File: config.mk
export PLATFORM = sky130hd
export DESIGN_NAME = bldc_commut_out
export DESIGN_NICKNAME = d
export VERILOG_FILES = /design/src/rtl/commut_pkg.sv /design/src/rtl/commut_regs.sv /design/src/rtl/commut_interval.sv /design/src/rtl/commut_pin_drv.sv /design/src/rtl/bldc_commut_out.sv
export SDC_FILE = /design/constraint.sdc
export NUM_CORES = 1
export LEC_CHECK = 0
export ABC_AREA = 1
export BUFFER_PORTS_ARGS = -buffer_cell sky130_fd_sc_hd__buf_2
export CAP_MARGIN = 20
export CORE_AREA = 2 2 84 46
export DETAILED_ROUTE_END_ITERATION = 16
export DIE_AREA = 0 0 86 48
export PLACE_DENSITY = 0.77
export SLEW_MARGIN = 20
export SYNTH_ARGS = -nofsm -noshare
export SYNTH_HDL_FRONTEND = slang
export SYNTH_SLANG_ARGS = --single-unit
File: constraint.sdc
create_clock -name clk -period 1.5 [get_ports clk]
set_input_delay 0.15 -clock clk [delete_from_list [all_inputs] [get_ports clk]]
set_output_delay 0.15 -clock clk [all_outputs]
set_load 0.05 [all_outputs]
File: src/rtl/commut_pkg.sv
package commut_pkg;
  typedef enum logic [1:0] {IV_CD = 2'd0, IV_DZ = 2'd1, IV_ZC = 2'd2} interval_t;
  typedef enum logic [1:0] {RS_HIZ = 2'd0, RS_LOW = 2'd1, RS_HIGH = 2'd2} rst_state_t;

  localparam logic [1:0] A_PAT  = 2'd0;
  localparam logic [1:0] A_POL  = 2'd1;
  localparam logic [1:0] A_GRP  = 2'd2;
  localparam logic [1:0] A_CTRL = 2'd3;

  localparam int B_EN   = 0;
  localparam int B_DIR  = 1;
  localparam int B_MASK = 2;
  localparam int B_MZC  = 3;
  localparam int B_MDZ  = 4;
  localparam int B_MCD  = 5;
  localparam int B_ACK  = 7;
endpackage

File: src/rtl/commut_regs.sv
module commut_regs
  import commut_pkg::*;
#(
  parameter int N_CH = 6,
  parameter int AW   = 2,
  parameter int DW   = 8
) (
  input  logic            clk,
  input  logic            rst_n,
  input  logic            emerg_n,
  input  logic            wr_en,
  input  logic [AW-1:0]   wr_addr,
  input  logic [DW-1:0]   wr_data,
  input  logic            ev_c,
  output logic [N_CH-1:0] phase,
  output logic [N_CH-1:0] pol,
  output logic [N_CH-1:0] grp,
  output logic            out_en,
  output logic            direct,
  output logic            mode_zc,
  output logic            mode_dz,
  output logic            mode_cd_act,
  output logic            c_take,
  output logic            irq
);
  localparam int SYNC_N = 3;

  logic [N_CH-1:0]   pre_pat;
  logic              mask, cd_pre;
  logic [SYNC_N-1:0] em_s;
  logic              em_ok, em_fall;
  logic              wr_pat, wr_ctl;
  logic              unused_bit;

  assign unused_bit = wr_data[6];
  assign wr_pat  = wr_en && (wr_addr == A_PAT);
  assign wr_ctl  = wr_en && (wr_addr == A_CTRL);
  assign c_take  = direct ? wr_pat : ev_c;
  assign em_ok   = em_s[1];
  assign em_fall = em_s[2] && !em_s[1];

  always_ff @(posedge clk or negedge rst_n) begin
    if (!rst_n) em_s <= '1;
    else        em_s <= {em_s[SYNC_N-2:0], emerg_n};
  end

  always_ff @(posedge clk or negedge rst_n) begin
    if (!rst_n) begin
      pre_pat <= '0; phase <= '0; pol <= '0; grp <= '0;
      out_en <= 1'b0; direct <= 1'b0; mask <= 1'b0;
      mode_zc <= 1'b0; mode_dz <= 1'b0; cd_pre <= 1'b0; mode_cd_act <= 1'b0;
    end else begin
      if (wr_pat) pre_pat <= wr_data[N_CH-1:0];
      if (wr_en && wr_addr == A_POL) pol <= wr_data[N_CH-1:0];
      if (wr_en && wr_addr == A_GRP) grp <= wr_data[N_CH-1:0];
      if (wr_ctl) begin
        direct  <= wr_data[B_DIR];
        mask    <= wr_data[B_MASK];
        mode_zc <= wr_data[B_MZC];
        mode_dz <= wr_data[B_MDZ];
        cd_pre  <= wr_data[B_MCD];
      end
      if (!em_ok)      out_en <= 1'b0;
      else if (wr_ctl) out_en <= wr_data[B_EN];
      if (c_take) begin
        phase       <= direct ? wr_data[N_CH-1:0] : pre_pat;
        mode_cd_act <= cd_pre;
      end
    end
  end

  always_ff @(posedge clk or negedge rst_n) begin
    if (!rst_n)                    irq <= 1'b0;
    else if (em_fall && mask)      irq <= 1'b1;
    else if (wr_ctl && wr_data[B_ACK]) irq <= 1'b0;
  end

  assert_preload_swap_R1: assert property (@(posedge clk) disable iff (!rst_n)
    (!direct && ev_c) |=> phase == $past(pre_pat));
  assert_direct_load_R2: assert property (@(posedge clk) disable iff (!rst_n)
    (direct && wr_pat) |=> phase == $past(wr_data[N_CH-1:0]));
  assert_cd_preload_R7: assert property (@(posedge clk) disable iff (!rst_n)
    c_take |=> mode_cd_act == $past(cd_pre));
  assert_emerg_clears_en_R9: assert property (@(posedge clk) disable iff (!rst_n)
    !em_ok |=> !out_en);
  assert_irq_masked_R10: assert property (@(posedge clk) disable iff (!rst_n)
    $rose(irq) |-> $past(mask));
endmodule

File: src/rtl/commut_interval.sv
module commut_interval
  import commut_pkg::*;
(
  input  logic      clk,
  input  logic      rst_n,
  input  logic      direct,
  input  logic      c_take,
  input  logic      ev_d,
  input  logic      ev_z,
  output interval_t iv
);
  always_ff @(posedge clk or negedge rst_n) begin
    if (!rst_n)                                iv <= IV_ZC;
    else if (c_take)                           iv <= direct ? IV_ZC : IV_CD;
    else if (!direct && ev_d && iv == IV_CD)   iv <= IV_DZ;
    else if (!direct && ev_z && iv == IV_DZ)   iv <= IV_ZC;
  end

  assert_d_advance_R5: assert property (@(posedge clk) disable iff (!rst_n)
    (!direct && !c_take && ev_d && iv == IV_CD) |=> iv == IV_DZ);
  assert_zc_holds_R5: assert property (@(posedge clk) disable iff (!rst_n)
    (!c_take && iv == IV_ZC) |=> iv == IV_ZC);
  assert_direct_frozen_R3: assert property (@(posedge clk) disable iff (!rst_n)
    (direct && !c_take) |=> $stable(iv));
endmodule

File: src/rtl/commut_pin_drv.sv
module commut_pin_drv
  import commut_pkg::*;
#(
  parameter int         N_CH     = 6,
  parameter rst_state_t RST_MODE = RS_HIZ
) (
  input  logic            clk,
  input  logic            rst_n,
  input  logic [N_CH-1:0] phase,
  input  logic [N_CH-1:0] pol,
  input  logic [N_CH-1:0] grp,
  input  logic            sel_high,
  input  logic            pwm_in,
  input  logic            enable,
  output logic [N_CH-1:0] pin_out,
  output logic [N_CH-1:0] pin_oe
);
  localparam logic RST_OE  = (RST_MODE != RS_HIZ);
  localparam logic RST_LVL = (RST_MODE == RS_HIGH);

  for (genvar i = 0; i < N_CH; i++) begin : g_ch
    logic gated, on;
    assign gated      = (grp[i] == sel_high);
    assign on         = phase[i] && (!gated || pwm_in);
    assign pin_out[i] = enable ? (on ? pol[i] : !pol[i]) : RST_LVL;
    assign pin_oe[i]  = enable ? 1'b1 : RST_OE;
  end

  assert_off_level_R4: assert property (@(posedge clk) disable iff (!rst_n)
    (enable && !phase[0]) |-> pin_out[0] == !pol[0]);
  assert_disabled_state_R8: assert property (@(posedge clk) disable iff (!rst_n)
    !enable |-> (pin_oe == {N_CH{RST_OE}} && pin_out == {N_CH{RST_LVL}}));
endmodule

File: src/rtl/bldc_commut_out.sv
module bldc_commut_out
  import commut_pkg::*;
#(
  parameter int         N_CH     = 6,
  parameter int         AW       = 2,
  parameter int         DW       = 8,
  parameter rst_state_t RST_MODE = RS_HIZ
) (
  input  logic            clk,
  input  logic            rst_n,
  input  logic            emerg_n,
  input  logic            wr_en,
  input  logic [AW-1:0]   wr_addr,
  input  logic [DW-1:0]   wr_data,
  input  logic            ev_c,
  input  logic            ev_d,
  input  logic            ev_z,
  input  logic            pwm_in,
  output logic [N_CH-1:0] pin_out,
  output logic [N_CH-1:0] pin_oe,
  output logic            irq
);
  logic [N_CH-1:0] phase, pol, grp;
  logic out_en, direct, mode_zc, mode_dz, mode_cd_act, c_take, sel_high;
  interval_t iv;

  commut_regs #(.N_CH(N_CH), .AW(AW), .DW(DW)) u_regs (
    .clk(clk), .rst_n(rst_n), .emerg_n(emerg_n), .wr_en(wr_en), .wr_addr(wr_addr),
    .wr_data(wr_data), .ev_c(ev_c), .phase(phase), .pol(pol), .grp(grp),
    .out_en(out_en), .direct(direct), .mode_zc(mode_zc), .mode_dz(mode_dz),
    .mode_cd_act(mode_cd_act), .c_take(c_take), .irq(irq));

  commut_interval u_iv (
    .clk(clk), .rst_n(rst_n), .direct(direct), .c_take(c_take),
    .ev_d(ev_d), .ev_z(ev_z), .iv(iv));

  always_comb begin
    if (direct) sel_high = mode_zc;
    else begin
      case (iv)
        IV_CD:   sel_high = mode_cd_act;
        IV_DZ:   sel_high = mode_dz;
        default: sel_high = mode_zc;
      endcase
    end
  end

  commut_pin_drv #(.N_CH(N_CH), .RST_MODE(RST_MODE)) u_drv (
    .clk(clk), .rst_n(rst_n), .phase(phase), .pol(pol), .grp(grp),
    .sel_high(sel_high), .pwm_in(pwm_in), .enable(out_en && emerg_n),
    .pin_out(pin_out), .pin_oe(pin_oe));

  assert_emerg_pins_R9: assert property (@(posedge clk) disable iff (!rst_n)
    !emerg_n |-> (pin_oe == {N_CH{RST_MODE != RS_HIZ}}));
endmodule

Yosys cells after proc, flatten, opt, wreduce, memory -nomap -nowiden
Cells that the tools add are included.
{ "op_classes": {"eq_ne": 11, "n_mux": 25, "n_reduce_logical": 42} }
{ "op_table": {"columns": ["op", "n"], "rows": [
  ["two-way mux 1 bit", 19],
  ["logical AND 1 bit", 18],
  ["logical NOT 1 bit", 14],
  ["two-way mux 2 bit", 4],
  ["== test 1 bit", 6],
  ["logical OR 1 bit", 6],
  ["two-way mux 6 bit", 1],
  ["== test 2 x 1 -> 1 bit, second input constant", 2],
  ["== test 2 bit, second input constant", 2],
  ["logical NOT 2 bit", 2],
  ["nonzero test 3 bit", 1],
  ["!= test 2 bit, second input constant", 1],
  ["case mux 1 bit (2 select lines)", 1],
  ["nonzero test 2 bit", 1]
]} }
{ "word_totals": {"register_bits": 37, "input_bits": 18, "out_inout_bits": 13, "word_cells": 92} }

Logic depth before layout (Yosys ltp)
Gate-level depths: netlist (run 1).
{ "depth": {"word_depth": 9, "depth_mapped": 9, "ltp_nobuf": 9} }

Cells and area by module
A second synthesis (run 1) with hierarchy kept.
{ "unflattened": {"cells_unflattened": 234, "area_unflattened_um2": 1970.6} }
{ "modules_own_cells": {"columns": ["mod", "n_inst", "cells_per_inst", "area_each_um2", "seq_area_each_um2"], "rows": [
  ["commut_regs", 1, 143, 1458.9, 879.6],
  ["commut_pin_drv", 1, 62, 345.3, 0.0],
  ["commut_interval", 1, 18, 122.6, 51.3],
  ["bldc_commut_out", 1, 11, 43.8, 0.0]
]} }

Worst setup path after synthesis (run 1)
Ideal clock, no wire load.
{ "synth_path": {"path_type": "register -> output", "start": "register u_regs.direct", "end": "output pin_out[0]", "arrival_ns": 1.715, "required_time_ns": 1.350, "setup_slack_ns": -0.365, "stages_incl_launch_ff": 9, "n_path_buf": 1, "cell_sequence": "dfrtp_1 > buf_6 > o21ai_4 > nand2_4 > nand2_1 > nand3_2 > nand3_1 > nand2_1 > nor2_1"} }
{ "synth_via": {"elab_chain_len": 7} }
{ "synth_rtl": {"columns": ["item", "line_no", "rtl"], "rows": [
  ["start: declaration", "commut_regs.sv:19", "output logic direct,"],
  ["start signal: assignment", "commut_regs.sv:57", "direct <= wr_data[B_DIR];"],
  ["two-way mux 1 bit", "bldc_commut_out.sv:38", "if (direct) sel_high = mode_zc;"],
  ["== test 1 bit", "commut_pin_drv.sv:23", "assign gated = (grp[i] == sel_high);"],
  ["logical NOT 1 bit", "commut_pin_drv.sv:24", "assign on = phase[i] && (!gated || pwm_in);"],
  ["logical OR 1 bit", "commut_pin_drv.sv:24", null],
  ["logical AND 1 bit", "commut_pin_drv.sv:24", null],
  ["two-way mux 1 bit (2 in a row)", "commut_pin_drv.sv:25", "assign pin_out[i] = enable ? (on ? pol[i] : !pol[i]) : RST_LVL;"],
  ["end: declaration", "bldc_commut_out.sv:19", "output logic [N_CH-1:0] pin_out,"]
]} }
No other way between the ends.

Worst setup path in the final report (run 1)
{ "layout_path": {"start": "register u_regs.direct", "end": "output pin_out[1]"} }
The elaborated chain is that of the path after synthesis.

==> results of run 1 <==
worst paths after layout:
path	slack (ns)	end	depth (start not counted)
max in group asynchronous	0.71	u_regs.em_s[0]	3
hold / removal	0.13	u_regs.phase[0]	3
hold reg to reg	0.36	u_regs.em_s[1]	0
min in group asynchronous	0.43	u_regs.pol[0]	3
setup reg to reg	0.15	u_regs.phase[1]	5
setup / recovery	-0.43	pin_out[1]	9
state kept, by name, indices dropped and copies added, names as in the netlist:
signal and cells:
u_regs.cd_pre 1, u_regs.direct 1, u_regs.pre_pat 6, u_regs.mode_cd_act 1, u_regs.irq 1, u_regs.em_s 3
u_regs.out_en 1, u_iv.iv 2, u_regs.mode_zc 1, u_regs.mask 1, u_regs.pol 6, u_regs.phase 6
u_regs.mode_dz 1, u_regs.grp 6
tightest hold or removal path, delay by kind of cell:
kind	cells	cell delay (ns)
buffers and inverters	1	0.11
AOI/OAI and AO/OA	1	0.07
and+or+nand+nor	1	0.05
timing repair:
action / CTS / global route
pin swaps: 1 / 8
buffers inserted: 0 / 2
endpoints found under the hold margin: 34 / 0
hold buffers: 2 / 0
endpoints found under the setup margin: 6 / 6
resized for setup: 20 / 19
per-stage QoR:
step	std cells	utilization	total power, mW	hold WS (ns)	setup WS [ns]
floorplan	216	-	1.88	-0.146	-0.00967
global placement	282	0.607	2.06	0.214	-0.128
detailed placement	282	0.607	2.09	0.217	-0.161
CTS	292	0.669	3.04	0.114	-0.374
global route	294	0.702	3.35	0.128	-0.519
finish	294	0.702	3.16	0.125	-0.430
synthesized netlist by cell type (all sizes together):
| cell | count |
|---|---|
| nor2 | 16 |
| nand3 | 23 |
| o31ai | 1 |
| dfstp | 4 |
| dfrtp | 33 |
| a31oi | 6 |
| nand2 | 57 |
| clkbuf | 4 |
| a32o | 1 |
| buf | 8 |
| o21ai | 26 |
| inv | 28 |
| nand4 | 1 |
| nor3 | 1 |
| a21oi | 7 |
power by group:
part	switching [mW]	leakage (nW)	internal, mW	total (mW)
logic	0.561	0.614	0.370	0.930
registers	0.158	0.448	1.19	1.35
clock network	0.344	0.0585	0.542	0.886
total	1.06	1.12	2.10	3.16
cell families (layout without fill, tap and decap cells):
group	count (synthesis)	after routing	share of synthesized area
AO/OA/AOI/OAI	41	41	0.129
buffers and inverters	40	76	0.104
flip-flops	37	37	0.518
AND/OR/NAND/NOR	98	98	0.249
layout by cell type (no fill, tap or decap), types with 2 or more instances in the layout:
master | netlist | routed
a21oi_2 | 0 | 5
buf_8 | 0 | 4
buf_4 | 7 | 8
buf_6 | 1 | 2
o21ai_1 | 25 | 25
nor2_1 | 15 | 9
nand3_4 | 0 | 2
inv_1 | 23 | 23
nor2_4 | 0 | 7
nand2_2 | 1 | 8
nand2_1 | 55 | 47
nand3_2 | 7 | 9
clkbuf_8 | 0 | 6
buf_2 | 0 | 23
dfrtp_1 | 33 | 33
dfstp_2 | 4 | 4
dlygate4sd3_1 | 0 | 2
inv_2 | 4 | 4
a31oi_1 | 6 | 6
nand3_1 | 16 | 12
layer usage:
metal | vias up | wire [um] | track usage
li1 | 765 | - | -
met1 | 743 | 2010 | 0.310
met2 | 38 | 1850 | 0.358
met3 | 7 | 229 | 0.0638
met4 | 0 | 59 | 0.0952
met5 | - | 0 | 0
final cells by class:
class,count,share of cell area
sequential,37,0.399
clock buffer,7,0.0370
tap,42,0.0225
multi-input combinational,139,0.355
inverter,28,0.0461
timing repair buffer,40,0.128
clock inverter,1,0.0129
==> flow_summary_export.csv, run 1 <==
group,metric,value,unit
timing,fmax,518,MHz
floorplan,num_rows,15,
route,drtPass1Iterations,4,
clock_network,cts_sinks,37,
synthesis,synth_cell_types,23,
clock_network,clock_path_buffers,2,
synthesis,synth.top_cell.area_share,0.460,
timing,setup_violations,6,
synthesis,synth_area_per_cell,8.32,um^2
synthesis,syn_area,1800,um^2
critical_path,slowest_stage,"dfrtp_1",
clock_network,clock-root-buffer,"clkbuf_8",
timing,finalHoldViolations,0,
timing,max-slew-margin-rel,0.676,
route,ant_nets,0,
route,wirelength,4140,um
floorplan,initial_core_util,0.541,
placed_design,place.gp.congestion,0.841,
hold_path,hp-class,"in -> reg",
critical_path,crit_arrival,1.78,ns
synthesis,ys_top_cells_by_area,"dfrtp_1 (46%), nand2_1 (11%), o21ai_1 (7.0%), dfstp_2 (5.8%), inv_1 (4.8%)",
global_route,antenna_found_initial,0,
global_route,grt_usage,0.229,
route,wl_per_cell,14.1,um
floorplan,die_h,48,um
timing,min_period,1.93,ns
pwr,cellLeakagePower,1.12,nW
pwr,vdd_drop_max,0.707,mV
critical_path,crit_top_cell,"nand2_1",
synthesis,synth_area_leader_cell,"dfrtp_1",
global_route,grt_pass1_vias,1422,
route,vias,1553,
route,viasPerCell,5.28,
critical_path,cp_top_family,"simple AND/OR/NAND/NOR gates",
timing,finalSetupTns,-2.36,ns
critical_path,crit_fanout,7,
global_route,overflow,0,
global_route,grt_max_degree,38,
critical_path,critical_path_class,"reg -> out",
cells_and_area,final_area,2330,um^2
timing,rsz0062_at_grt,"yes",
placed_design,dp_hpwl,2800,um
cells_and_area,final-seq-area,931,um^2
pwr,power_density,1360,nW/um^2
floorplan,coreArea,3320,um^2
synthesis,yosys_warnings,0,
status,outcome,"finished with violations",
hold_path,hold_start,"wr_data[0]",
critical_path,critPathMaxStageDelay,0.47,ns
cells_and_area,multi_input_area,828,um^2
synthesis,synth_fp_nets,234,
clock_network,clock_latency,0.29,ns
placed_design,detailed_place.area,2020,um^2
critical_path,crit_path_start_kind,"flop",
placed_design,portBuffers,29,
critical_path,endpoint_kind,"primary output",
timing,worst_pin_slew,0.485,ns
flow_run,cap_violations,0,
cells_and_area,nFillCells,256,
critical_path,startpoint,"u_regs.direct",
clock_network,clkSlewWorstSetupHoldPaths,0.07,ns
route,drc_errors,0,
critical_path,reg2reg_from,"u_regs.direct",
critical_path,crit_required,1.35,ns
clock_network,cts_made_buffers,5,
critical_path,worstPathCellList,"o21ai_4 > buf_12 > nand2_8 > nand2_1 > nand3_2 > nand3_1 > nand2_1 > nor2_4 > buf_6",
floorplan,ioPinCount,31,
cells_and_area,nets,269,
floorplan,design.die.area,4130,um^2
timing,drv_slew,0,
global_route,grt_pass1_wl,6650,um
synthesis,ys_seq_area_frac,0.518,
cells_and_area,insertedDiodeCount,0,
synthesis,synth_cells,216,
floorplan,fp.dieW,86,um
cells_and_area,post_route_cells_drive_above_1_share,0.353,
clock_network,cts_max_level,2,
cells_and_area,area_growth,29.9,%
timing,worst_slack,-0.430,ns
status,failed_checks,"negative setup slack",
synthesis,synth_seq_cells,37,
route,drt_iter0_drc,51,
timing,fin_crit_sh,1.29,
clock_network,tritoncts,"built",
critical_path,path_buf_inv,2,
timing,finClkSkew,0.00535,ns
Note: power is estimated with default switching activity, not from simulation.
==> run 2, diff against run 1 <==
Settings changed: SETUP_SLACK_MARGIN from default to 0.2.
==> run 2 against run 1 <==
The run still ends with negative setup slack left; count of clock-buffer cells in the layout is 1 higher; utilization fell by 0.79 points; fmax increased by 2.0%; wire length grew 1.8%; first-iteration DRC count down 14%; critical endpoint is now pin_out[4].
==> flow_summary_export.csv, run 2 (same netlist as run 1, synthesis figures left out) <==
group,metric,value,unit
pwr,finalPower,2.92,mW
hold_path,hold_start,"wr_data[3]",
hold_path,hp-class,"in -> reg",
critical_path,critical_path_class,"reg -> out",
cells_and_area,fin_util,0.695,
flow_run,cap_violations,0,
route,wl_per_cell,14.3,um
clock_network,tritoncts,"built",
cells_and_area,layout_common_cells,"nand2_1 (45), dfrtp_1 (32), o21ai_1 (25)",
timing,whs,0.129,ns
critical_path,slowest_stage,"dfstp_2",
route,drt_iter0_drc,44,
cells_and_area,final_common_cell,"nand2_1",
critical_path,rr_worst_depth,6,
global_route,grt_usage,0.227,
route,viasPerCell,5.12,
critical_path,r2r_end,"u_regs.phase[2]",
critical_path,crit_arrival,1.74,ns
clock_network,clock_latency,0.29,ns
floorplan,fp.dieW,86,um
floorplan,initial_core_util,0.541,
critical_path,reg2reg_from,"u_regs.direct",
cells_and_area,multi_input_area,841,um^2
hold_path,hold_depth,3,
cells_and_area,fin_cells,296,
global_route,overflow,0,
timing,setup_violations,6,
timing,fin_crit_sh,1.26,
floorplan,die_h,48,um
critical_path,crit_path_start_kind,"flop",
hold_path,hold-path-endpoint,"u_regs.phase[3]",
placed_design,portBuffers,29,
pwr,vdd_drop_max,0.645,mV
route,ant_nets,0,
route,drtPass1Iterations,4,
cells_and_area,post_route_cells_drive_above_1_share,0.366,
floorplan,num_rows,15,
critical_path,endpoint_kind,"primary output",
route,wirelength,4220,um
clock_network,clock-root-buffer,"clkbuf_8",
floorplan,coreArea,3320,um^2
critical_path,crit_fanout,6,
critical_path,critPathMaxStageDelay,0.59,ns
timing,worst_slack,-0.392,ns
placed_design,dp_hpwl,2820,um
route,drc_errors,0,
critical_path,crit_required,1.35,ns
timing,finalHoldViolations,0,
clock_network,clkSlewWorstSetupHoldPaths,0.07,ns
timing,finClkSkew,0.00264,ns
timing,fmax,528,MHz
timing,min_period,1.89,ns
status,outcome,"finished with violations",
cells_and_area,area_growth,28.4,%
timing,drv_slew,0,
route,vias,1516,
pwr,cellLeakagePower,1.10,nW
timing,max-slew-margin-rel,0.671,
cells_and_area,final-seq-area,932,um^2
global_route,antenna_found_initial,0,
global_route,grt_max_degree,38,
clock_network,cts_made_buffers,5,
floorplan,design.die.area,4130,um^2
pwr,power_density,1260,nW/um^2
clock_network,cts_sinks,37,
floorplan,ioPinCount,31,
timing,finalSetupTns,-2.23,ns
cells_and_area,nets,271,
critical_path,reg2reg_slack,0.27,ns
timing,rsz0062_at_grt,"yes",
global_route,grt_pass1_vias,1411,
placed_design,dp.cells,282,
critical_path,worstPathCellList,"o21ai_4 > buf_4 > nand3_1 > nand3_2 > nand3_1 > nand2_2 > nor2_4 > buf_6",
status,failed_checks,"negative setup slack",
placed_design,place.gp.congestion,0.793,
cells_and_area,insertedDiodeCount,0,
critical_path,crit_top_cell,"nand3_1",
timing,worst_pin_slew,0.493,ns
clock_network,clock_path_buffers,2,
global_route,grt_pass1_wl,6640,um
cells_and_area,nFillCells,267,
clock_network,cts_max_level,2,
run 2: layer usage:
layer,global-route usage,vias up,wire length (um),part of all wire
li1,-,763,-,-
met1,0.311,715,2020,0.48
met2,0.352,33,1900,0.45
met3,0.0603,5,263,0.062
met4,0.0952,0,40,0.0095
met5,0,-,0,0
run 2: cell type report:
class	instances	area share
Sequential cell	37	0.404
Inverter	28	0.0477
Multi-Input combinational cell	140	0.364
Tap cell	42	0.0228
Clock buffer	8	0.0347
Timing Repair Buffer	41	0.126
run 2: power breakdown:
group          internal [mW]  total (mW)  switching (mW)
logic                  0.355       0.917           0.562
registers               1.19        1.34           0.153
clock network          0.330       0.656           0.326
run 2: critical path: cells and delay by family, from the launching register on:
kind | cells | cell delay [ns]
compound gates | 1 | 0.11
buf+inv | 2 | 0.31
flops | 1 | 0.59
simple gates | 5 | 0.43
run 2: repair_timing:
action                                  4_1_cts  5_1_grt
buffers inserted                              3        0
hold buffers                                  2        0
endpoints found under the setup margin       16       18
hold endpoints to repair                     34        0
gates resized for setup                      35        9
cloned                                        0        1
pin swaps                                     4        4
run 2: worst max path at each step:
stage	start	endpoint
finish	u_iv.iv[1]	pin_out[4]
global route	u_iv.iv[1]	pin_out[0]
CTS	u_iv.iv[1]	pin_out[3]
detailed placement	u_iv.iv[1]	pin_out[0]
global placement	u_iv.iv[1]	pin_out[0]
floorplan	u_regs.direct	pin_out[0]
run 2: through the flow:
| stage | setup slack [ns] | area [um^2] |
|---|---|---|
| 2_1_floorplan | -0.00967 | 1840 |
| 3_3_place_gp | -0.134 | 2020 |
| 3_5_place_dp | -0.191 | 2020 |
| 4_1_cts | -0.368 | 2260 |
| 5_1_grt | -0.475 | 2310 |
| 6_report | -0.392 | 2310 |
==> run 3, diff against run 2 <==
Settings changed: CELL_PAD_IN_SITES_DETAIL_PLACEMENT from default to 0, CELL_PAD_IN_SITES_GLOBAL_PLACEMENT from default to 1, CORE_AREA 2 2 84 46 to 2 2 97 52, DIE_AREA 0 0 86 48 to 0 0 99 54, PLACE_DENSITY 0.77 to default, PLACE_DENSITY_LB_ADDON from default to 0.1.
==> run 3 against run 2 <==
The run still ends with negative setup slack left; clock skew rose by 0.0031 ns; sequential share of layout area is 0.35 points lower; fmax about the same; first-iteration DRC count is 25% higher; critical path type unchanged; register-to-register slack about the same; cell count rose by 6.1%; sequential cell count unchanged; clock power is 3% higher; via count about the same; wire length is 5.7% higher; highest routed layer unchanged.
==> flow_summary_export.csv, run 3 (same netlist as run 1, synthesis figures left out) <==
group,metric,value,unit
status,outcome,"finished with violations",
status,failed_checks,"negative setup slack",
route,vias,1515,
timing,drv_slew,0,
floorplan,die_h,54,um
floorplan,initial_core_util,0.389,
timing,max-slew-margin-rel,0.661,
route,dr_wl_met2,1760,um
pwr,vdd_drop_max,0.535,mV
pwr,p_seq_frac,0.459,
route,drc_errors,0,
pwr,p_sw_frac,0.362,
clock_network,clkSlewWorstSetupHoldPaths,0.08,ns
floorplan,ioPinCount,31,
timing,fin_crit_sh,1.26,
cells_and_area,layout_common_cells,"nand2_1 (48), dfrtp_1 (32), o21ai_1 (25)",
critical_path,crit_arrival,1.74,ns
pwr,clkPwrFrac,0.231,
route,wl_per_cell,14.2,um
clock_network,tritoncts,"built",
pwr,finalPower,2.92,mW
floorplan,num_rows,18,
cells_and_area,nFillCells,446,
timing,whs,0.128,ns
timing,min_period,1.89,ns
clock_network,clock-root-buffer,"clkbuf_8",
route,viasPerCell,4.82,
placed_design,dp_hpwl,3090,um
route,drt_iter0_drc,55,
critical_path,crit_fanout,7,
route,drt-met1-wl,2450,um
placed_design,place.gp.congestion,0.784,
critical_path,endpoint_kind,"primary output",
timing,worst_slack,-0.394,ns
clock_network,cts_max_level,2,
critical_path,critical_path_class,"reg -> out",
global_route,overflow,0,
pwr,power_density,1260,nW/um^2
floorplan,fp.dieW,99,um
cells_and_area,insertedDiodeCount,0,
timing,setup_violations,6,
hold_path,hp-class,"in -> reg",
cells_and_area,final_common_cell,"nand2_1",
timing,rsz0062_at_grt,"yes",
critical_path,reg2reg_from,"u_regs.direct",
floorplan,design.die.area,5350,um^2
global_route,grt_pass1_vias,1413,
floorplan,coreArea,4620,um^2
route,drtPass1Iterations,4,
cells_and_area,post_route_cells_drive_above_1_share,0.346,
route,ant_nets,0,
timing,fmax,528,MHz
clock_network,cts_sinks,37,
timing,finalHoldViolations,0,
route,top_layer,"met4",
timing,finalSetupTns,-2.27,ns
global_route,grt_pass1_wl,7250,um
global_route,grt_max_degree,38,
critical_path,startpoint,"u_iv.iv[1]",
pwr,p_int,1.87,mW
timing,finClkSkew,0.00577,ns
placed_design,portBuffers,29,
flow_run,cap_violations,0,
cells_and_area,fin_util,0.504,
route,wirelength,4460,um
global_route,grt_usage,0.183,
route,wl_met3,221,um
cells_and_area,final_area,2330,um^2
clock_network,clock_latency,0.28,ns
hold_path,hold_start,"wr_data[0]",
pwr,p_switching,1.06,mW
pwr,cellLeakagePower,1.12,nW
placed_design,detailed_place.area,2040,um^2
critical_path,crit_required,1.35,ns
timing,worst_pin_slew,0.507,ns
global_route,antenna_found_initial,0,
cells_and_area,nets,271,
critical_path,crit_path_start_kind,"flop",
clock_network,clock_path_buffers,2,
clock_network,cts_made_buffers,5,
cells_and_area,area_growth,29.5,%
pwr,p_comb_frac,0.310,
[run 3: critical path: stages, from the launching register on]
cell and delay, ns:
dfstp_2 0.60, nor2_4 0.06, nand3_4 0.10, nand2_4 0.10
nand2_1 0.09, nand3_2 0.08, nand3_1 0.08, nand2_1 0.09
nor2_4 0.09, buf_6 0.16
[run 3: stage by stage]
stage | setup WS [ns] | instances
4_1_cts | -0.382 | 310
3_5_place_dp | -0.184 | 300
3_3_place_gp | -0.141 | 300
5_1_grt | -0.483 | 314
6_report | -0.394 | 314
2_1_floorplan | -0.00967 | 216
[run 3: cell type report]
class / count / area (um^2) / area share
well taps: 60 / 75.1 / 0.0323
multi-input cells: 140 / 830 / 0.356
flip-flops and latches: 37 / 932 / 0.401
clock buffers: 6 / 72.6 / 0.0312
repair buffers: 41 / 295 / 0.127
inverters: 28 / 113 / 0.0484
clock inverters: 2 / 10.0 / 0.00430
[run 3: path summary, 6_finish.rpt]
path,end,slack [ns],cells after the start
max,pin_out[5],-0.39,9
min,u_regs.phase[0],0.13,3
max reg2reg,u_regs.phase[5],0.27,6
min reg2reg,u_regs.em_s[1],0.36,0
max in group asynchronous,u_regs.direct,0.70,3
min in group asynchronous,u_regs.out_en,0.44,3
[run 3: what timing repair did]
action | 4_1_cts | 5_1_grt
endpoints found under the setup margin | 18 | 18
cloned | 0 | 1
setup buffers | 0 | 3
pin swaps | 1 | 7
hold buffers | 2 | 0
resized for setup | 22 | 20
endpoints found under the hold margin | 34 | 0
[run 3: power groups by stage]
stage / registers [mW] / logic, mW / clock network (mW)
2_1_floorplan: 1.33 / 0.544 / 0
3_3_place_gp: 1.34 / 0.757 / 0
3_5_place_dp: 1.34 / 0.762 / 0
4_1_cts: 1.33 / 0.813 / 0.697
5_1_grt: 1.37 / 1.02 / 0.739
6_report: 1.34 / 0.908 / 0.675
[run 3: layer usage]
layer | vias up | global-route usage
li1 | 766 | -
met2 | 35 | 0.261
met4 | 0 | 0.0479
met1 | 712 | 0.274
met5 | - | 0
met3 | 2 | 0.0455
